[config.mk]
export PLATFORM = sky130hd
export DESIGN_NAME = dm_encoder
export DESIGN_NICKNAME = d
export VERILOG_FILES = /design/src/rtl/dm_enc_pkg.sv /design/src/rtl/dm_err_slicer.sv /design/src/rtl/dm_stair_acc.sv /design/src/rtl/dm_encoder.sv
export SDC_FILE = /design/constraint.sdc
export NUM_CORES = 1
export LEC_CHECK = 0
export ABC_AREA = 1
export BUFFER_PORTS_ARGS = -buffer_cell sky130_fd_sc_hd__buf_2
export CORE_MARGIN = 3
export CORE_UTILIZATION = 60
export DETAILED_ROUTE_END_ITERATION = 12
export GPL_TIMING_DRIVEN = 0
export MAX_ROUTING_LAYER = met4
export PLACE_DENSITY_LB_ADDON = 0.08
export SLEW_MARGIN = 30
export SYNTH_ARGS = -nofsm -noshare
export SYNTH_HDL_FRONTEND = slang
export SYNTH_HIERARCHICAL = 1
export SYNTH_SLANG_ARGS = --single-unit
[constraint.sdc]
create_clock -name clk -period 5 [get_ports clk]
set_input_delay 0.75 -clock clk [delete_from_list [all_inputs] [get_ports clk]]
set_output_delay 0.75 -clock clk [all_outputs]
set_load 0.03 [all_outputs]
[src/rtl/dm_enc_pkg.sv]
package dm_enc_pkg;
  typedef enum logic {
    DIR_DOWN = 1'b0,
    DIR_UP   = 1'b1
  } dm_dir_e;
endpackage

[src/rtl/dm_err_slicer.sv]
module dm_err_slicer
  import dm_enc_pkg::*;
#(
  parameter int W = 12
) (
  input  logic signed [W-1:0] smp,
  input  logic signed [W-1:0] approx,
  output dm_dir_e             dir
);
  localparam int EW = W + 1;

  logic signed [EW-1:0] diff;

  // widened difference: sign is exact across the full input range
  always_comb begin
    diff = {smp[W-1], smp} - {approx[W-1], approx};
    dir  = (!diff[EW-1] && (diff != '0)) ? DIR_UP : DIR_DOWN;
  end
endmodule

[src/rtl/dm_stair_acc.sv]
module dm_stair_acc
  import dm_enc_pkg::*;
#(
  parameter int W    = 12,
  parameter int STEP = 16
) (
  input  logic                clk,
  input  logic                rst,
  input  logic                en,
  input  dm_dir_e             dir,
  output logic signed [W-1:0] approx
);
  localparam int AW = W + 2;
  localparam logic signed [W-1:0]  MAXV = {1'b0, {(W-1){1'b1}}};
  localparam logic signed [W-1:0]  MINV = {1'b1, {(W-1){1'b0}}};
  localparam logic signed [AW-1:0] MAXX = {3'b000, {(W-1){1'b1}}};
  localparam logic signed [AW-1:0] MINX = {3'b111, {(W-1){1'b0}}};
  localparam logic signed [AW-1:0] STPX = AW'(STEP);

  logic signed [AW-1:0] ext;
  logic signed [AW-1:0] sum;
  logic signed [W-1:0]  approx_n;

  always_comb begin
    ext = {{2{approx[W-1]}}, approx};
    sum = (dir == DIR_UP) ? (ext + STPX) : (ext - STPX);
    if (sum > MAXX)      approx_n = MAXV;
    else if (sum < MINX) approx_n = MINV;
    else                 approx_n = sum[W-1:0];
  end

  always_ff @(posedge clk) begin
    if (rst)     approx <= '0;
    else if (en) approx <= approx_n;
  end

  AST_ACC_HOLD: assert property (@(posedge clk) disable iff (rst)
    (!$past(rst) && !$past(en)) |-> $stable(approx));

  AST_ACC_UP_SAT: assert property (@(posedge clk) disable iff (rst)
    (!$past(rst) && $past(en) && $past(dir) == DIR_UP)
      |-> (approx > $past(approx) || approx == MAXV));

  AST_ACC_DN_SAT: assert property (@(posedge clk) disable iff (rst)
    (!$past(rst) && $past(en) && $past(dir) == DIR_DOWN)
      |-> (approx < $past(approx) || approx == MINV));
endmodule

[src/rtl/dm_encoder.sv]
module dm_encoder
  import dm_enc_pkg::*;
#(
  parameter int W    = 12,
  parameter int STEP = 16
) (
  input  logic         clk,
  input  logic         rst,
  input  logic         smp_vld,
  input  logic [W-1:0] smp_data,
  output logic         dm_bit,
  output logic         dm_vld
);
  logic signed [W-1:0] approx;
  dm_dir_e             dir;

  dm_err_slicer #(.W(W)) u_slicer (
    .smp    ($signed(smp_data)),
    .approx (approx),
    .dir    (dir)
  );

  dm_stair_acc #(.W(W), .STEP(STEP)) u_acc (
    .clk    (clk),
    .rst    (rst),
    .en     (smp_vld),
    .dir    (dir),
    .approx (approx)
  );

  always_ff @(posedge clk) begin
    if (rst) begin
      dm_vld <= 1'b0;
      dm_bit <= 1'b0;
    end else begin
      dm_vld <= smp_vld;
      if (smp_vld) dm_bit <= (dir == DIR_UP);
    end
  end

  AST_VLD_LAT: assert property (@(posedge clk) disable iff (rst)
    !$past(rst) |-> (dm_vld == $past(smp_vld)));

  AST_RST_CLR: assert property (@(posedge clk)
    $past(rst) |-> (!dm_vld && !dm_bit && approx == '0));

  AST_UP_BIT: assert property (@(posedge clk) disable iff (rst)
    (smp_vld && $signed(smp_data) > approx) |=> dm_bit);

  AST_DOWN_BIT: assert property (@(posedge clk) disable iff (rst)
    (smp_vld && $signed(smp_data) <= approx) |=> !dm_bit);
endmodule

## Word-level counts from Yosys, hierarchy flattened

Index checks and enable logic that the tools add are counted.

- Memories kept: 0
- Memory bits (read-only): 0
- Word-level logic and storage cells: 15
- Memory bits (writable): 0
- Register bits after elaboration: 14
- Output and inout bits: 2
- Latch bits: 0

- Bitwise logic cells: 0
- Shifts and indexed selects: 0
- Muxes and demuxes: 4
- Divide/modulo/power cells: 0
- Add/sub/neg operators: 3
- Reduce and logical (&&, ||, !) cells: 3
- $mul: 0
- Order comparisons: 2
- Equal/unequal tests: 0

Operators by type and width:

| operator | count |
|---|---|
| 2-to-1 mux 12 bit | 2 |
| > comparator 14 x 12 -> 1 bit, second input constant | 1 |
| less-than comparator 14 x 12 -> 1 bit, second input constant | 1 |
| 2-to-1 mux 14 bit | 1 |
| adder 12 x 6 -> 13 bit, second input constant | 1 |
| nonzero test 13 bit | 1 |
| subtractor 12 x 12 -> 13 bit | 1 |
| subtractor 12 x 6 -> 13 bit, second input constant | 1 |
| logical AND 1 bit | 1 |
| zero test 1 bit | 1 |
| 2-to-1 mux 1 bit | 1 |

## Longest topological paths before layout

- Depth after elaboration: 8
- Depth in mapped cells: 27
- Mapped depth without buffers: 27

## Modules after synthesis

The synthesis kept the hierarchy.

Modules (own cells, without submodules):

| module | area each (µm²) | instances | cells an instance | sequential area each (µm²) |
|---|---|---|---|---|
| dm_stair_acc | 828.3 | 1 | 135 | 180.2 |
| dm_err_slicer | 795.8 | 1 | 160 | 0.0 |
| dm_encoder | 72.6 | 1 | 10 | 40.0 |

## Worst setup path before layout

No wires, ideal clock.

- Path type: input -> register
- Start point: in smp_data[0]
- End point: reg u_acc.approx[2]
- Setup time: 122 ps
- Arrival time: 3,366 ps
- Required time: 4,878 ps
- Buffers on the path: 0
- Stages on the path: 23
- Slack: 1,512 ps
- Cell sequence: inv_1 > ha_1 > fa_1 > inv_1 > nand2_1 > nand2_1 > nand3b_1 > nand2_1 > nand2_1 > nand2_1 > nand2_1 > nand2_2 > nor2_1 > a21oi_2 > inv_1 > ha_1 > or2_1 > nand3_1 > nand3_1 > nand2_2 > nand2_2 > o21ai_0 > a21oi_1

- Cells in the longest elaborated chain, start to end: 8
- Elaborated cells on any way between the ends: 10
- Those cells by class: add/sub (1); order compare (2); mux (4); reduce/logical (3)

Ends and longest elaborated chain:

| item | line | text |
|---|---|---|
| start, declared | dm_encoder.sv:10 | `input logic [W-1:0] smp_data,` |
| subtractor 12 x 12 -> 13 bit (*) | dm_err_slicer.sv:16 | `diff = {smp[W-1], smp} - {approx[W-1], approx};` |
| nonzero test 13 bit / zero test 1 bit (equally long branches) | dm_err_slicer.sv:17 | `dir = (!diff[EW-1] && (diff != '0)) ? DIR_UP : DIR_DOWN;` |
| logical AND 1 bit (*) | dm_err_slicer.sv:17 |  |
| 2-to-1 mux 1 bit (*) | dm_err_slicer.sv:17 |  |
| via dir | dm_encoder.sv:15 | `dm_dir_e dir;` |
| 2-to-1 mux 14 bit (*) | dm_stair_acc.sv:26 | `sum = (dir == DIR_UP) ? (ext + STPX) : (ext - STPX);` |
| less-than comparator 14 x 12 -> 1 bit | dm_stair_acc.sv:28 | `else if (sum < MINX) approx_n = MINV;` |
| 2-to-1 mux 12 bit | dm_stair_acc.sv:28 |  |
| 2-to-1 mux 12 bit (*) | dm_stair_acc.sv:27 | `if (sum > MAXX) approx_n = MAXV;` |
| end signal, assigned | dm_stair_acc.sv:34 | `else if (en) approx <= approx_n;` |
| end, declared | dm_stair_acc.sv:11 | `output logic signed [W-1:0] approx` |

The timed path passes the listed nets; every way through them passes the cells marked *.
A chain may end at the register's enable or synchronous reset.

## Worst setup path in the final report

Ends and elaborated chain as after synthesis.

==> impl_metrics.env <==
export IMPL_status="finished, final reports clean"
export IMPL_detail_route_wl_per_cell_microns=10.4
export IMPL_ant_nets=0
export IMPL_cts_root_buf="clkbuf_4"
export IMPL_cts_setup_buffers=0
export IMPL_crit_start="smp_data[0]"
export IMPL_max_slew_margin=0.789
export IMPL_hpwl_microns=3120
export IMPL_power_per_cell_area_nw_per_um2=700
export IMPL_drive_gt1_frac=0.114
export IMPL_hp_start="dm_bit"
export IMPL_dr_pass1_iters=4
export IMPL_area_growth_pct=8.48
export IMPL_start_util=0.655
export IMPL_antenna_found_initial=0
export IMPL_clkPwrFrac=0.050
export IMPL_ctsHoldBuffers=0
export IMPL_hold_viol=0
export IMPL_vias=1798
export IMPL_yosys_warnings=6
export IMPL_drt_iter0_drc=91
export IMPL_rr_startpoint="u_acc/approx[2]"
export IMPL_tightest_slew_ns=0.314
export IMPL_cp_required_ns=5.17
export IMPL_cts_tree="built"
export IMPL_critical_path_class="input port to register"
export IMPL_fp_dieH_microns=59.2
export IMPL_grt_use_total=0.257
export IMPL_drt_wl_total_microns=3710
export IMPL_row_count=18
export IMPL_end_kind="register"
export IMPL_clkLatencyLatePin_ns=0.28
export IMPL_ys_types=27
export IMPL_p_leak_nw=1.10
export IMPL_drc=0
export IMPL_ys_seq_area_frac=0.130
export IMPL_antenna_cells=0
export IMPL_p_comb_frac=0.840
export IMPL_grt_max_degree=11
export IMPL_syn_num_nets=341
export IMPL_fin_crit_sh=0.775
export IMPL_fin_setup_tns_ns=0
export IMPL_fin_cells=355
export IMPL_numCtsBuffers=3
export IMPL_p_sw_mw=0.732
export IMPL_drv_cap=0
export IMPL_whs_ns=0.503
export IMPL_rrSetupSlack_ns=1.29
export IMPL_worstPathArrival_ns=4.05
export IMPL_regArea_sq_um=220
export IMPL_synthCells=305
export IMPL_grt_pass1_wl_microns=6930
export IMPL_gr_total_overflow=0
export IMPL_pwr_share_seq=0.110
export IMPL_hp_class="register to register"
export IMPL_skew_ns=0.00286
export IMPL_final_common_cell="nand2_1"
export IMPL_syn_area_sq_um=1700
export IMPL_nFillCells=254
export IMPL_cts_resized=0
export IMPL_fmax_ghz=0.258
export IMPL_critPathMaxFanout=7
export IMPL_fin_util=0.711
export IMPL_synth_seq_cells=11
export IMPL_routed_via_density=5.06
export IMPL_reg2reg_to="u_acc/approx[2]"
export IMPL_die_w_microns=59.2
export IMPL_crit_end="u_acc/approx[2]"
export IMPL_clk_pin_slew_worst_paths_ns=0.07
export IMPL_setup_viol=0
export IMPL_drv_slew=0
export IMPL_cp_start_kind="input port"
export IMPL_r2r_cells=23
export IMPL_p_int_mw=0.557
export IMPL_h_tree_depth=1
export IMPL_period_needed_ns=3.88
export IMPL_rsz0062_at_grt="false"
export IMPL_synth_area_per_cell_sq_um=5.56
export IMPL_fin_nets=362
export IMPL_swShare=0.568
export IMPL_multi_input_area_sq_um=1220
export IMPL_ir_drop_mv=0.948
export IMPL_dieArea_sq_um=3500
export IMPL_clockBufferDepth=2
export IMPL_io_pins=17
export IMPL_dp_cells=351
export IMPL_coreArea_sq_um=2590
export IMPL_clock_sinks=11
export IMPL_layout_common_cells="nand2_1, inv_1, nand3_1, nor2_1, ha_1"
export IMPL_place_congestion=0.952
export IMPL_port_buffer_count=16
export IMPL_grt_pass1_vias=1683
## synth_stat cells (all sizes together)
| master | count | area share |
|---|---|---|
| nand2 | 114 | 0.26 |
| xnor2 | 3 | 0.015 |
| dfxtp | 11 | 0.13 |
| o211ai | 1 | 0.0044 |
| and2 | 1 | 0.0037 |
| inv | 60 | 0.13 |
| or2 | 3 | 0.011 |
| o21ai | 3 | 0.0088 |
| fa | 2 | 0.024 |
| nand3b | 4 | 0.018 |
| xor2 | 2 | 0.010 |
| nand4 | 2 | 0.0074 |
| a21oi | 17 | 0.055 |
| nor3 | 2 | 0.0059 |
| clkinv | 2 | 0.0044 |
| nand3 | 32 | 0.097 |
| nor2 | 23 | 0.054 |
| ha | 19 | 0.14 |
| buf | 4 | 0.016 |
## kinds of logic (layout without fill, tap and decap cells)
| group | after synthesis | in the layout | synth area share |
|---|---|---|---|
| adder cells (fa/ha/maj) | 21 | 21 | 0.164 |
| AND/OR/NAND/NOR | 181 | 181 | 0.459 |
| buffers and inverters | 66 | 86 | 0.153 |
| flip-flops | 11 | 11 | 0.130 |
| XOR/XNOR | 5 | 5 | 0.0258 |
| AO/OA/AOI/OAI | 21 | 21 | 0.0678 |
## per-stage QoR
stage / instance area, sq um / total power, mW / worst slack (ns)
5_1_grt: 1840 / 1.47 / 0.826
6_report: 1840 / 1.29 / 1.12
3_3_place_gp: 1810 / 1.19 / 0.986
3_5_place_dp: 1810 / 1.21 / 0.914
2_1_floorplan: 1700 / 1.03 / 1.51
4_1_cts: 1840 / 1.28 / 1.20
## per-layer routing
metal / share of wire / vias to the layer above / track usage
met5: 0 / - / -
met4: 0.012 / 0 / 0.0583
met3: 0.065 / 7 / 0.0479
met2: 0.39 / 53 / 0.385
met1: 0.53 / 760 / 0.358
li1: - / 978 / -
## state kept, by name, indices dropped and copies added, names as in the netlist
register / count
u_acc/approx: 9
dm_bit: 1
dm_vld: 1
## critical path, cell delays in order
cell and delay [ns]:
buf_2 0.08, inv_1 0.03, ha_1 0.20, fa_1 0.38, inv_1 0.10, nand2_1 0.06, nand2_1 0.06, nand3b_1 0.10
nand2_1 0.11, nand2_1 0.08, nand2_1 0.06, nand2_1 0.06, nand2_2 0.05, nor2_1 0.05, a21oi_2 0.25, inv_1 0.21
ha_1 0.38, nand2_1 0.11, inv_1 0.04, a21oi_1 0.26, nand3_1 0.14, nand2_2 0.11, nand2_2 0.10, o21ai_0 0.20
a21oi_1 0.09
## layout make-up
| type | count | share of cell area |
|---|---|---|
| inverters | 62 | 0.126 |
| clock buffers | 4 | 0.0143 |
| repair buffers | 16 | 0.0435 |
| flip-flops and latches | 11 | 0.120 |
| plain buffers | 4 | 0.0150 |
| well taps | 30 | 0.0204 |
| multi-input cells | 228 | 0.661 |
## power groups by stage
stage                     sequential, mW  combinational [mW]  clock (mW)
final                              0.142                1.08      0.0642
after global routing               0.146                1.25      0.0709
after CTS                          0.142                1.07      0.0648
after detailed placement           0.143                1.07           0
after global placement             0.144                1.05           0
after floorplan                    0.140               0.888           0
## worst min path at each step
stage          slack (ns)         endpoint  cells after the start
2_1_floorplan        0.47  u_acc/approx[5]                      2
3_3_place_gp         0.47           dm_bit                      2
3_5_place_dp         0.48           dm_bit                      2
4_1_cts              0.51           dm_bit                      2
5_1_grt              0.54           dm_bit                      2
6_report             0.50           dm_bit                      2
No activity file was read; power rests on OpenSTA's default activity.
